<file path="src/rtl/wdt_pkg.sv">
package wdt_pkg;

    localparam int LIM_W = 5;

    localparam logic [3:0] OFS_KICK = 4'h0;
    localparam logic [3:0] OFS_STAT = 4'h4;
    localparam logic [3:0] OFS_CFG  = 4'h8;

    localparam int BIT_EN     = 31;
    localparam int BIT_KICK   = 31;
    localparam int BIT_FLAG1  = 31;
    localparam int BIT_FLAG2  = 30;

    typedef enum logic [1:0] {
        ST_IDLE = 2'd0,
        ST_RUN1 = 2'd1,
        ST_RUN2 = 2'd2,
        ST_HALT = 2'd3
    } wdt_state_e;

    typedef enum logic [1:0] {
        MODE_CHIP = 2'd0,
        MODE_CPU  = 2'd1,
        MODE_SOFT = 2'd2,
        MODE_NONE = 2'd3
    } wdt_mode_e;

    typedef struct packed {
        logic             en;
        logic [1:0]       scale;
        logic [LIM_W-1:0] lim1;
        logic [LIM_W-1:0] lim2;
        wdt_mode_e        mode;
    } wdt_cfg_t;

    function automatic wdt_cfg_t cfg_from_word(input logic [31:0] w);
        wdt_cfg_t c;
        c.en    = w[31];
        c.scale = w[30:29];
        c.lim1  = w[26:22];
        c.lim2  = w[19:15];
        c.mode  = wdt_mode_e'(w[1:0]);
        return c;
    endfunction

    function automatic logic [31:0] cfg_to_word(input wdt_cfg_t c);
        logic [31:0] w;
        w        = '0;
        w[31]    = c.en;
        w[30:29] = c.scale;
        w[26:22] = c.lim1;
        w[19:15] = c.lim2;
        w[1:0]   = c.mode;
        return w;
    endfunction

    // bit 0 chip, bit 1 cpu, bit 2 soft
    function automatic logic [2:0] mode_lines(input wdt_mode_e m);
        case (m)
            MODE_CHIP: return 3'b001;
            MODE_CPU:  return 3'b010;
            MODE_SOFT: return 3'b100;
            default:   return 3'b000;
        endcase
    endfunction

endpackage

</file>
<file path="src/rtl/wdt_regs.sv">
module wdt_regs
    import wdt_pkg::*;
#(
    parameter int ADDR_W = 4
) (
    input  logic              clk,
    input  logic              rst,
    input  logic              bus_sel,
    input  logic              bus_we,
    input  logic [ADDR_W-1:0] bus_addr,
    input  logic [31:0]       bus_wdata,
    input  logic              set_flag1,
    input  logic              set_flag2,
    output logic [31:0]       bus_rdata,
    output wdt_cfg_t          cfg,
    output logic              kick,
    output logic              flag1,
    output logic              flag2
);

    logic wr_cfg, wr_stat;

    assign wr_cfg  = bus_sel && bus_we && (bus_addr == ADDR_W'(OFS_CFG));
    assign wr_stat = bus_sel && bus_we && (bus_addr == ADDR_W'(OFS_STAT));
    assign kick    = bus_sel && bus_we && (bus_addr == ADDR_W'(OFS_KICK))
                     && bus_wdata[BIT_KICK];

    always_ff @(posedge clk) begin
        if (rst) begin
            cfg <= cfg_from_word(32'h0000_0001);
        end else if (wr_cfg) begin
            cfg <= cfg_from_word(bus_wdata);
        end
    end

    // a set from the timer wins over a same-cycle clear
    always_ff @(posedge clk) begin
        if (rst) begin
            flag1 <= 1'b0;
            flag2 <= 1'b0;
        end else begin
            if (set_flag1)                          flag1 <= 1'b1;
            else if (wr_stat && bus_wdata[BIT_FLAG1]) flag1 <= 1'b0;
            if (set_flag2)                          flag2 <= 1'b1;
            else if (wr_stat && bus_wdata[BIT_FLAG2]) flag2 <= 1'b0;
        end
    end

    always_comb begin
        bus_rdata = '0;
        if (bus_addr == ADDR_W'(OFS_CFG)) begin
            bus_rdata = cfg_to_word(cfg);
        end else if (bus_addr == ADDR_W'(OFS_STAT)) begin
            bus_rdata[BIT_FLAG1] = flag1;
            bus_rdata[BIT_FLAG2] = flag2;
        end
    end

endmodule

</file>
<file path="src/rtl/wdt_prescaler.sv">
module wdt_prescaler #(
    parameter int BASE_DIV_LOG2 = 25
) (
    input  logic       clk,
    input  logic       rst,
    input  logic       run,
    input  logic       clear,
    input  logic [1:0] scale,
    output logic       tick
);

    localparam int CNT_W = BASE_DIV_LOG2 + 3;

    logic [CNT_W-1:0] cnt;
    logic [CNT_W-1:0] last;

    // at the largest scale the shift wraps to zero and the subtraction gives all ones
    assign last = (CNT_W'(1) << (BASE_DIV_LOG2 + int'(scale))) - CNT_W'(1);
    assign tick = run && !clear && (cnt >= last);

    always_ff @(posedge clk) begin
        if (rst || clear) begin
            cnt <= '0;
        end else if (run) begin
            cnt <= tick ? '0 : cnt + CNT_W'(1);
        end
    end

endmodule

</file>
<file path="src/rtl/wdt_phase_fsm.sv">
module wdt_phase_fsm
    import wdt_pkg::*;
(
    input  logic       clk,
    input  logic       rst,
    input  wdt_cfg_t   cfg,
    input  logic       kick,
    input  logic       tick,
    output wdt_state_e st,
    output logic       presc_run,
    output logic       presc_clear,
    output logic       hit1,
    output logic       hit2,
    output logic [2:0] rst_lines
);

    wdt_state_e       st_nxt;
    logic [LIM_W-1:0] tcnt, tcnt_nxt;

    always_comb begin
        st_nxt   = st;
        tcnt_nxt = tcnt;
        hit1     = 1'b0;
        hit2     = 1'b0;
        unique case (st)
            ST_IDLE: begin
                tcnt_nxt = '0;
                if (cfg.en) st_nxt = ST_RUN1;
            end
            ST_RUN1: begin
                if (kick) begin
                    tcnt_nxt = '0;
                end else if (!cfg.en) begin
                    st_nxt   = ST_IDLE;
                    tcnt_nxt = '0;
                end else if (tick) begin
                    if (tcnt == cfg.lim1) begin
                        hit1     = 1'b1;
                        st_nxt   = ST_RUN2;
                        tcnt_nxt = '0;
                    end else begin
                        tcnt_nxt = tcnt + 1'b1;
                    end
                end
            end
            ST_RUN2: begin
                if (kick) begin
                    st_nxt   = ST_RUN1;
                    tcnt_nxt = '0;
                end else if (tick) begin
                    if (tcnt == cfg.lim2) begin
                        hit2     = 1'b1;
                        st_nxt   = ST_HALT;
                        tcnt_nxt = '0;
                    end else begin
                        tcnt_nxt = tcnt + 1'b1;
                    end
                end
            end
            ST_HALT: begin
                if (kick && !cfg.en) st_nxt = ST_IDLE;
            end
            default: st_nxt = ST_IDLE;
        endcase
    end

    assign presc_run   = (st == ST_RUN1) || (st == ST_RUN2);
    assign presc_clear = kick || !presc_run;

    always_ff @(posedge clk) begin
        if (rst) begin
            st        <= ST_IDLE;
            tcnt      <= '0;
            rst_lines <= '0;
        end else begin
            st        <= st_nxt;
            tcnt      <= tcnt_nxt;
            rst_lines <= hit2 ? mode_lines(cfg.mode) : 3'b000;
        end
    end

endmodule

</file>
<file path="src/rtl/wdt_two_phase.sv">
module wdt_two_phase
    import wdt_pkg::*;
#(
    parameter int BASE_DIV_LOG2 = 25,
    parameter int ADDR_W        = 4
) (
    input  logic              clk,
    input  logic              rst,
    input  logic              bus_sel,
    input  logic              bus_we,
    input  logic [ADDR_W-1:0] bus_addr,
    input  logic [31:0]       bus_wdata,
    output logic [31:0]       bus_rdata,
    output logic              pretimeout_irq,
    output logic              chip_reset_pulse,
    output logic              cpu_reset_pulse,
    output logic              soft_reset_pulse
);

    wdt_cfg_t   cfg;
    wdt_state_e st;
    logic       kick, tick, presc_run, presc_clear;
    logic       hit1, hit2, stat_ph1, stat_ph2;
    logic [2:0] rst_lines;

    wdt_regs #(.ADDR_W(ADDR_W)) u_regs (
        .clk       (clk),
        .rst       (rst),
        .bus_sel   (bus_sel),
        .bus_we    (bus_we),
        .bus_addr  (bus_addr),
        .bus_wdata (bus_wdata),
        .set_flag1 (hit1),
        .set_flag2 (hit2),
        .bus_rdata (bus_rdata),
        .cfg       (cfg),
        .kick      (kick),
        .flag1     (stat_ph1),
        .flag2     (stat_ph2)
    );

    wdt_prescaler #(.BASE_DIV_LOG2(BASE_DIV_LOG2)) u_presc (
        .clk   (clk),
        .rst   (rst),
        .run   (presc_run),
        .clear (presc_clear),
        .scale (cfg.scale),
        .tick  (tick)
    );

    wdt_phase_fsm u_fsm (
        .clk         (clk),
        .rst         (rst),
        .cfg         (cfg),
        .kick        (kick),
        .tick        (tick),
        .st          (st),
        .presc_run   (presc_run),
        .presc_clear (presc_clear),
        .hit1        (hit1),
        .hit2        (hit2),
        .rst_lines   (rst_lines)
    );

    assign pretimeout_irq   = stat_ph1;
    assign chip_reset_pulse = rst_lines[0];
    assign cpu_reset_pulse  = rst_lines[1];
    assign soft_reset_pulse = rst_lines[2];

endmodule

</file>
<file path="config.mk">
export PLATFORM = sky130hd
export DESIGN_NAME = wdt_two_phase
export DESIGN_NICKNAME = d
export VERILOG_FILES = /design/src/rtl/wdt_pkg.sv /design/src/rtl/wdt_regs.sv /design/src/rtl/wdt_prescaler.sv /design/src/rtl/wdt_phase_fsm.sv /design/src/rtl/wdt_two_phase.sv
export SDC_FILE = /design/constraint.sdc
export NUM_CORES = 1
export LEC_CHECK = 0
export BUFFER_PORTS_ARGS = -buffer_cell sky130_fd_sc_hd__buf_2
export CAP_MARGIN = 20
export CELL_PAD_IN_SITES_DETAIL_PLACEMENT = 2
export CELL_PAD_IN_SITES_GLOBAL_PLACEMENT = 2
export CORE_MARGIN = 2
export CORE_UTILIZATION = 33
export CTS_BUF_LIST = sky130_fd_sc_hd__clkbuf_16
export DETAILED_ROUTE_END_ITERATION = 16
export PLACE_DENSITY = 0.93
export SLEW_MARGIN = 20
export SYNTH_ARGS = -nofsm -noshare
export SYNTH_HDL_FRONTEND = slang
export SYNTH_SLANG_ARGS = --single-unit
</file>
<file path="constraint.sdc">
create_clock -name clk -period 5.4 [get_ports clk]
set_input_delay 0 -clock clk [delete_from_list [all_inputs] [get_ports clk]]
set_output_delay 0 -clock clk [all_outputs]
set_load 0.01 [all_outputs]
</file>
Word-level counts from Yosys, hierarchy flattened

Cells that the tools add are included.

Eq/ne operators: 17
Bitwise gates (word level): 1
Reduce and logical (&&, ||, !) cells: 25
Muxes and demuxes: 36
$add $sub $neg: 4
Shift-type cells: 1
Order comparisons: 1

Operators by type and width:

| operator                                            | number |
|---|---|
| 2-to-1 mux 5 bit                                    | 7 |
| left shift 1 x 32 -> 28 bit, first input constant   | 1 |
| 2-to-1 mux 30 bit                                   | 1 |
| adder 28 x 1 -> 28 bit, second input constant       | 1 |
| >= comparator 28 bit                                | 1 |
| 2-to-1 mux 28 bit                                   | 1 |
| subtractor 28 x 2 -> 28 bit, second input constant  | 1 |
| 2-to-1 mux 2 bit                                    | 11 |
| one-hot mux 5 bit (3 select lines)                  | 1 |
| 2-to-1 mux 1 bit                                    | 13 |
| equality test 5 bit                                 | 2 |
| logical AND 1 bit                                   | 10 |
| one-hot mux 3 bit (3 select lines)                  | 1 |
| one-hot mux 2 bit (4 select lines)                  | 1 |
| AND reduction 7 bit                                 | 1 |
| adder 5 x 2 -> 6 bit, first input constant          | 1 |
| equality test 2 bit, second input constant          | 3 |
| != test 3 x 2 -> 1 bit, second input constant       | 2 |
| adder 5 x 1 -> 5 bit, second input constant         | 1 |
| equality test 2 x 1 -> 1 bit, second input constant | 2 |
| equality test 4 x 3 -> 1 bit, second input constant | 1 |
| equality test 4 bit, second input constant          | 1 |
| logical NOT 2 bit                                   | 2 |
| logical NOT 4 bit                                   | 1 |
| other kinds (12)                                    | 18 |

Register bits: 55
Output and inout port bits: 36

Longest topological paths before layout

Gate-level depths: netlist of the first run.

Depth in word-level cells: 12
Depth in mapped cells: 9
Mapped depth without buffers: 8

Cells and area by module

From an unflattened synthesis of the first run, not the netlist that was laid out.

Cells, all modules: 392
Area total of the unflattened synthesis: 3497.1 um^2

Modules (own cells, without submodules):

| module        | area an instance (um^2) | cells each | times used |
|---|---|---|---|
| wdt_prescaler | 1590.3                  | 175        | 1 |
| wdt_regs      | 1072.3                  | 119        | 1 |
| wdt_phase_fsm | 834.6                   | 98         | 1 |

Least setup slack after synthesis of the first run

Ideal clock, no wire load.

Path type: register to register
Start point: reg u_fsm.st[0]
End point: reg u_presc.cnt[27]
Data required time: 5.272 ns
Slack: 3.326 ns
Setup time: 0.128 ns
Buffers on the path: 0
Arrival time: 1.946 ns
Stages on the path, launching flop included: 9
Cell sequence: dfxtp_1 -> inv_1 -> ha_1 -> nand4_1 -> or4_4 -> nor3_4 -> nand4_1 -> xor2_1 -> nor2_1

Longest elaborated chain between the ends: 8
Elaborated cells on any way between the ends: 10
Classes of those cells: 2 x eq/ne; 1 x mux; 7 x reduce/logical

RTL lines:

| what                                                                | line                | text |
|---|---|---|
| start, declared                                                     | wdt_phase_fsm.sv:9  | `output wdt_state_e st,` |
| start signal, assigned                                              | wdt_phase_fsm.sv:76 | `st <= st_nxt;` |
| equality test 2 x 1 -> 1 bit or equality test 2 bit (tied branches) | wdt_phase_fsm.sv:67 | `assign presc_run = (st == ST_RUN1) \|\| (st == ST_RUN2);` |
| logical OR 1 bit (*)                                                | wdt_phase_fsm.sv:67 |  |
| named net presc_run                                                 | wdt_two_phase.sv:22 | `logic kick, tick, presc_run, presc_clear;` |
| logical NOT 1 bit                                                   | wdt_phase_fsm.sv:68 | `assign presc_clear = kick \|\| !presc_run;` |
| logical OR 1 bit                                                    | wdt_phase_fsm.sv:68 |  |
| logical NOT 1 bit                                                   | wdt_prescaler.sv:19 | `assign tick = run && !clear && (cnt >= last);` |
| logical AND 1 bit (2 in series)                                     | wdt_prescaler.sv:19 |  |
| 2-to-1 mux 28 bit                                                   | wdt_prescaler.sv:25 | `cnt <= tick ? '0 : cnt + CNT_W'(1);` |
| end signal, assigned                                                | wdt_prescaler.sv:25 |  |
| end, declared                                                       | wdt_prescaler.sv:14 | `logic [CNT_W-1:0] cnt;` |

Mark *: on every way through the listed nets, which the timed path passes. The rest lies on a longest branch.
A chain may end at the register's enable or synchronous reset.

Final worst setup path of the first run

Ends and elaborated chain as after synthesis.

==> reports/results.ini, run 1 <==
[sta]
skew_ns = 0.00639
hold_violations = 1
setup_viol = 0
worst_pin_slew_ns = 0.958
slew_headroom_pct = 36.1
fin_crit_ns = 2.55
setup_slack_ns = 2.85
timing.final.crit_share_pct = 47.3
rsz0062_at_grt = no
fin_hold_ws_ns = -0.000715
drv_slew = 0
setup_tns_ns = 0
clock.fmax_mhz = 391

[drt]
routedWlPerCell_um = 18.8
postRouteAntennaNets = 0
routed-via-count = 2702
remaining_drc_errors = 0
drt-vias-per-instance = 5.21
drtIter0Drc = 56
drtPass1Iterations = 4
totalWireLength_um = 9740

[synthesis]
syn_area_um2 = 2950
ys_seq_area_share_pct = 37.3
synth_flop_cell = dfxtp_1
syn_area_per_cell_um2 = 8.18
synth_cell_types = 47
yosys_warnings = 0
synth-seq-cells = 55
synthCells = 361
synth_edf_count = 0
synthArstFlopShare_pct = 0

[placement]
dp_hpwl_um = 6280
dp_slack_ns = 2.86
place_inst = 498
gp_congestion = 0.789
io_buffers = 41

[pwr]
intPower_uw = 605
power.leakage_uw = 0.00135
power.density_nw_per_um2 = 234
switching_share_pct = 25.2
combPwrFrac_pct = 8.6
switchingPower_uw = 204
peakVddDrop_v = 0.000109
seq_power_share_pct = 51.0
clockPowerShare_pct = 40.4
finalPower_uw = 809

[clocking]
insertion_delay_ns = 0.30
cts.reportedPaths.clkPinSlew_ns = 0.07
postCtsSetupBuffers = 0
cts_sinks = 55
clock-root-buffer = clkbuf_16
htree_levels = 2
cts_tree = yes
numCtsBuffers = 5
cts_max_path_buffers = 2

[global_route]
gr-total-overflow = 0
antenna_found_initial = 0
grt_pass1_vias = 3107
grt_pass1_wl_um = 15700
grt_use_total_pct = 20.1
grt_max_degree = 28

[final_layout]
diodes = 0
final_cell_mix = dfxtp_1 (55), nand2_1 (54), nor2_1 (43)
area_growth_syn_to_layout_pct = 17.1
layout.cells.non_filler = 519
drive_gt1_share_pct = 15.3
nets = 462
layout_commonest_cell = dfxtp_1

[die]
die_h_um = 98.6
fp.coreArea_um2 = 8680
die_w_um = 98.6
ioPinCount = 76
dieArea_um2 = 9720
rows = 34
initial_core_util_pct = 34.0

[hold_path]
hold_path.class = in -> reg
hold_start = bus_wdata[23]

[critical_path]
critPathKind = reg -> reg
r2r-start = u_fsm.st[0]
arrival_ns = 2.70
cp-end-kind = flip-flop
startpoint = u_fsm.st[0]
cp.required_ns = 5.54
start_kind = flip-flop
crit_fanout = 5

[job]
drv_cap = 0

[outcome]
violations = hold timing
status = finished with violations

synth_stat cells (all sizes together), types with 3 or more instances:
| cell type | n | area share (%) |
|---|---|---|
| dfxtp | 55 | 37 |
| nand2 | 54 | 6.9 |
| nor2 | 43 | 5.5 |
| a21oi | 26 | 4.4 |
| and3 | 18 | 3.8 |
| buf | 18 | 4.6 |
| xnor2 | 18 | 5.3 |
| xor2 | 17 | 5.0 |
| ha | 12 | 5.1 |
| nand3 | 12 | 2.0 |
| clkbuf | 11 | 1.4 |
| nand4 | 9 | 2.1 |
| nor3 | 8 | 1.7 |
| inv | 7 | 0.89 |
| o21ai | 6 | 1.1 |
| and2 | 4 | 0.85 |
| nand2b | 4 | 0.85 |
| or2 | 4 | 0.85 |
| and4 | 3 | 0.98 |
| nor3b | 3 | 0.76 |
| o22ai | 3 | 0.64 |
| or3 | 3 | 0.64 |
worst paths after layout:
check                           slack (ns)  cells past startpoint              end
worst max-delay path                  2.85                      8  u_presc.cnt[27]
worst min-delay path               -0.0007                      3    u_regs.cfg[8]
worst max register to register        2.85                      8  u_presc.cnt[27]
worst min register to register        0.50                      2    u_regs.cfg[5]
area by class of cell:
type / count / area (um^2)
Clock buffer: 5 / 125
Tap cell: 108 / 135
Clock inverter: 3 / 20.0
Inverter: 7 / 26.3
Fill cell: 992 / 5220
Timing Repair Buffer: 54 / 335
Sequential cell: 55 / 1100
Multi-Input combinational cell: 287 / 1710
layer usage:
layer	global-route usage, %	vias to the layer above	share of wire (%)
met5	0	-	0
met4	6.32	0	2.2
met3	3.12	23	3.1
met2	40.7	66	57
met1	20.7	1330	38
li1	-	1283	-
registers in the layout, indices dropped and copies added (netlist names):
| name | cells |
|---|---|
| u_fsm.st | 2 |
| u_regs.cfg | 15 |
| u_regs.flag2 | 1 |
| u_regs.flag1 | 1 |
| u_fsm.rst_lines | 3 |
| u_presc.cnt | 28 |
| u_fsm.tcnt | 5 |
through the flow:
stage	instance area, um^2	utilization [%]
4_1_cts	3450	39.8
5_1_grt	3460	39.8
3_3_place_gp	3180	36.6
3_5_place_dp	3180	36.6
6_report	3460	39.8
2_1_floorplan	3020	-
critical path: stages, from the launching register on:
cell,delay (ns)
dfxtp_1,0.41
inv_1,0.12
ha_1,0.39
nand4_1,0.24
or4_4,0.60
nor3_4,0.24
nand4_1,0.16
xor2_1,0.17
nor2_1,0.07
timing repair:
| action | CTS | global route |
|---|---|---|
| endpoints found under the hold margin | 13 | 0 |
| resized for setup | 0 | 0 |
| hold buffers | 13 | 0 |
logic make-up (layout without fill, tap and decap cells):
kind of cell / after synthesis / in the layout / synth area share (%)
compound gates: 47 / 47 / 10.4
xor+xnor: 35 / 35 / 10.4
fa+ha+maj: 12 / 12 / 5.09
buf+inv: 36 / 69 / 6.87
flops: 55 / 55 / 37.3
other cells: 1 / 18 / 0.127
simple gates: 175 / 175 / 29.8
power by group through the flow:
| stage | logic [uW] | registers (uW) | clock network, uW |
|---|---|---|---|
| finish | 69.6 | 413 | 326 |
| CTS | 69.0 | 413 | 330 |
| global route | 76.3 | 414 | 346 |
| floorplan | 46.7 | 421 | 0 |
| detailed placement | 59.1 | 422 | 0 |
| global placement | 54.3 | 422 | 0 |
Power figures use the tool's default switching activity.
==> run 2, diff against run 1 <==
ABC_AREA = 1   (was default)
CORE_UTILIZATION = 29   (was 33)
PLACE_DENSITY = 0.87   (was 0.93)
clock period = 2.55 ns   (was 5.4 ns; I/O delays follow)
==> run 2 against run 1 <==
Against the previous run:
- the flow still finishes with violations (hold timing)
- synthesized cell count increased by 33%
- critical path depth increased by 1
- largest power group unchanged
- core utilization decreased by 5.4 points
==> reports/results.ini, run 2 <==
[outcome]
status = finished with violations
violations = hold timing

[hold_path]
hold_path.class = in -> reg
hold_start = bus_wdata[16]

[critical_path]
path_common_cell = nor2_2
path_cells = inv_1 > ha_1 > nand3_2 > nor2_2 > nand2_2 > nor2_2 > nand4_1 > nor3_1 > o21a_1
r2r-start = u_fsm.st[0]
start_kind = flip-flop
crit_fanout = 6
crit_slowest_cell = ha_1
cp-end-kind = flip-flop
cp.required_ns = 2.80
startpoint = u_fsm.st[0]
critPathKind = reg -> reg
arrival_ns = 2.55
critPathMaxStageDelay_ns = 0.46

[sta]
fin_crit_ns = 2.31
hold_violations = 1
rsz0062_at_grt = no
skew_ns = 0.00824
clock.fmax_mhz = 433
setup_tns_ns = 0
timing.final.crit_share_pct = 90.5
fin_hold_ws_ns = -0.00367
drv_slew = 0
setup_viol = 0

[drt]
drtIter0Drc = 73
routed-via-count = 3187
postRouteAntennaNets = 0
remaining_drc_errors = 0
drtPass1Iterations = 4
routedWlPerCell_um = 15.8
drt-vias-per-instance = 4.75
totalWireLength_um = 10600

[die]
dieArea_um2 = 11900
die_w_um = 109
ioPinCount = 76
fp.coreArea_um2 = 10800
rows = 38
initial_core_util_pct = 29.6
die_h_um = 109

[final_layout]
diodes = 0
area_growth_syn_to_layout_pct = 16.1
top_register = u_presc.cnt
nets = 582
reg_top3 = u_presc.cnt (28), u_regs.cfg (15), u_fsm.tcnt (5)
drive_gt1_share_pct = 15.3
largest_register_ffs = 28
n_fill_cell = 1283
finalInstanceArea_um2 = 3710
layout_commonest_cell = nand2_1
final_cell_mix = nand2_1 (87), nor2_1 (84), inv_1 (58)

[clocking]
cts_sinks = 55
numCtsBuffers = 5
cts.reportedPaths.clkPinSlew_ns = 0.07
postCtsSetupBuffers = 0
cts_tree = yes
cts_max_path_buffers = 2
cts_hold_buf = 7
clock-root-buffer = clkbuf_16
ctsResizeCount = 0
htree_levels = 2
insertion_delay_ns = 0.30

[pwr]
peakVddDrop_v = 0.000303
power.leakage_uw = 0.00164
finalPower_uw = 2530
power.density_nw_per_um2 = 683

[synthesis]
synth_flop_cell = dfxtp_1
ys_top_cells_by_area = dfxtp_1 (34%), nand2_1 (10%), nor2_1 (9.9%)
yosys-top-cells-count = nand2_1 (87), nor2_1 (84), inv_1 (56), dfxtp_1 (55), nand3_1 (31)
syn_area_per_cell_um2 = 6.68
syn_area_um2 = 3200
synthArstFlopShare_pct = 0
synth_edf_count = 0
synth_top_area_share_pct = 34.4
synthCells = 479
yosysMostFrequentCell = nand2_1
synth_area_leader_cell = dfxtp_1
yosys_warnings = 0
ys_seq_area_share_pct = 34.4
synth-seq-cells = 55
synth_cell_types = 32

[global_route]
grt_pass1_vias = 3666
antenna_found_initial = 0
grt_use_total_pct = 19.0
grt_pass1_wl_um = 17800
grt_max_degree = 29
gr-total-overflow = 0

[placement]
placed_cell_area_um2 = 3500
dp_hpwl_um = 7560
io_buffers = 41
gp_congestion = 0.806

[job]
drv_cap = 0

[run 2: cell types whose count changed in the layout (fill, tap and decap cells not counted), sizes merged, moves of 6 or more]
cell and change:
inv +60, xor2 -8, nand3 +21, dlygate4sd3 -6, nand2 +42, xnor2 -13, and3 -18, o21ai +23
nor2 +49
[run 2: worst paths after layout]
check / to / slack, ns / depth (start not counted)
worst min-delay path: u_regs.cfg[3] / -0.004 / 3
worst max-delay path: u_presc.cnt[22] / 0.24 / 9
worst max register to register: u_presc.cnt[22] / 0.24 / 9
worst min register to register: u_fsm.rst_lines[0] / 0.46 / 1
[run 2: per-stage QoR]
step	cells	setup slack, ns	utilization (%)
detailed placement	656	0.270	32.5
finish	671	0.243	34.4
global placement	656	0.403	32.5
floorplan	496	0.732	-
global route	671	0.0476	34.4
CTS	671	0.235	34.4
[run 2: kinds of logic (layout without fill, tap and decap cells)]
kind of cell             Yosys count  after routing  synth area share, %
AND/OR/NAND/NOR                  243            243                 33.3
flip-flops                        55             55                 34.4
adder cells (fa/ha/maj)           12             12                 4.69
other                              1             18                0.117
XOR/XNOR                          14             14                 3.83
buffers and inverters             91            126                 13.1
AO/OA/AOI/OAI                     63             63                 10.5
[run 2: metal layers]
| metal | up-vias | wire length, um | track usage [%] | part of all wire [%] |
|---|---|---|---|---|
| met4 | 0 | 154 | 4.85 | 1.5 |
| met1 | 1552 | 4570 | 21.6 | 43 |
| met3 | 11 | 267 | 3.77 | 2.5 |
| li1 | 1574 | - | - | - |
| met2 | 50 | 5600 | 35.7 | 53 |
| met5 | - | 0 | 0 | 0 |
[run 2: critical path, delay by kind of cell, from the launching register on]
kind | cells | cell delay (ns)
flops | 1 | 0.40
buf+inv | 1 | 0.13
simple gates | 6 | 1.11
compound gates | 1 | 0.15
fa+ha+maj | 1 | 0.46
[run 2: where the power goes]
part,total [uW],internal (uW),switching (uW)
clock network,678,357,321
registers,966,901,64.5
logic,890,295,595
[run 2: final cells by class]
type	count	area [um^2]	area share [%]
clock buffers	5	125	3.37
clock inverters	3	12.5	0.337
inverters	65	244	6.57
multi-input cells	350	1740	46.9
flip-flops and latches	55	1100	29.7
well taps	140	175	4.72
repair buffers	53	313	8.43
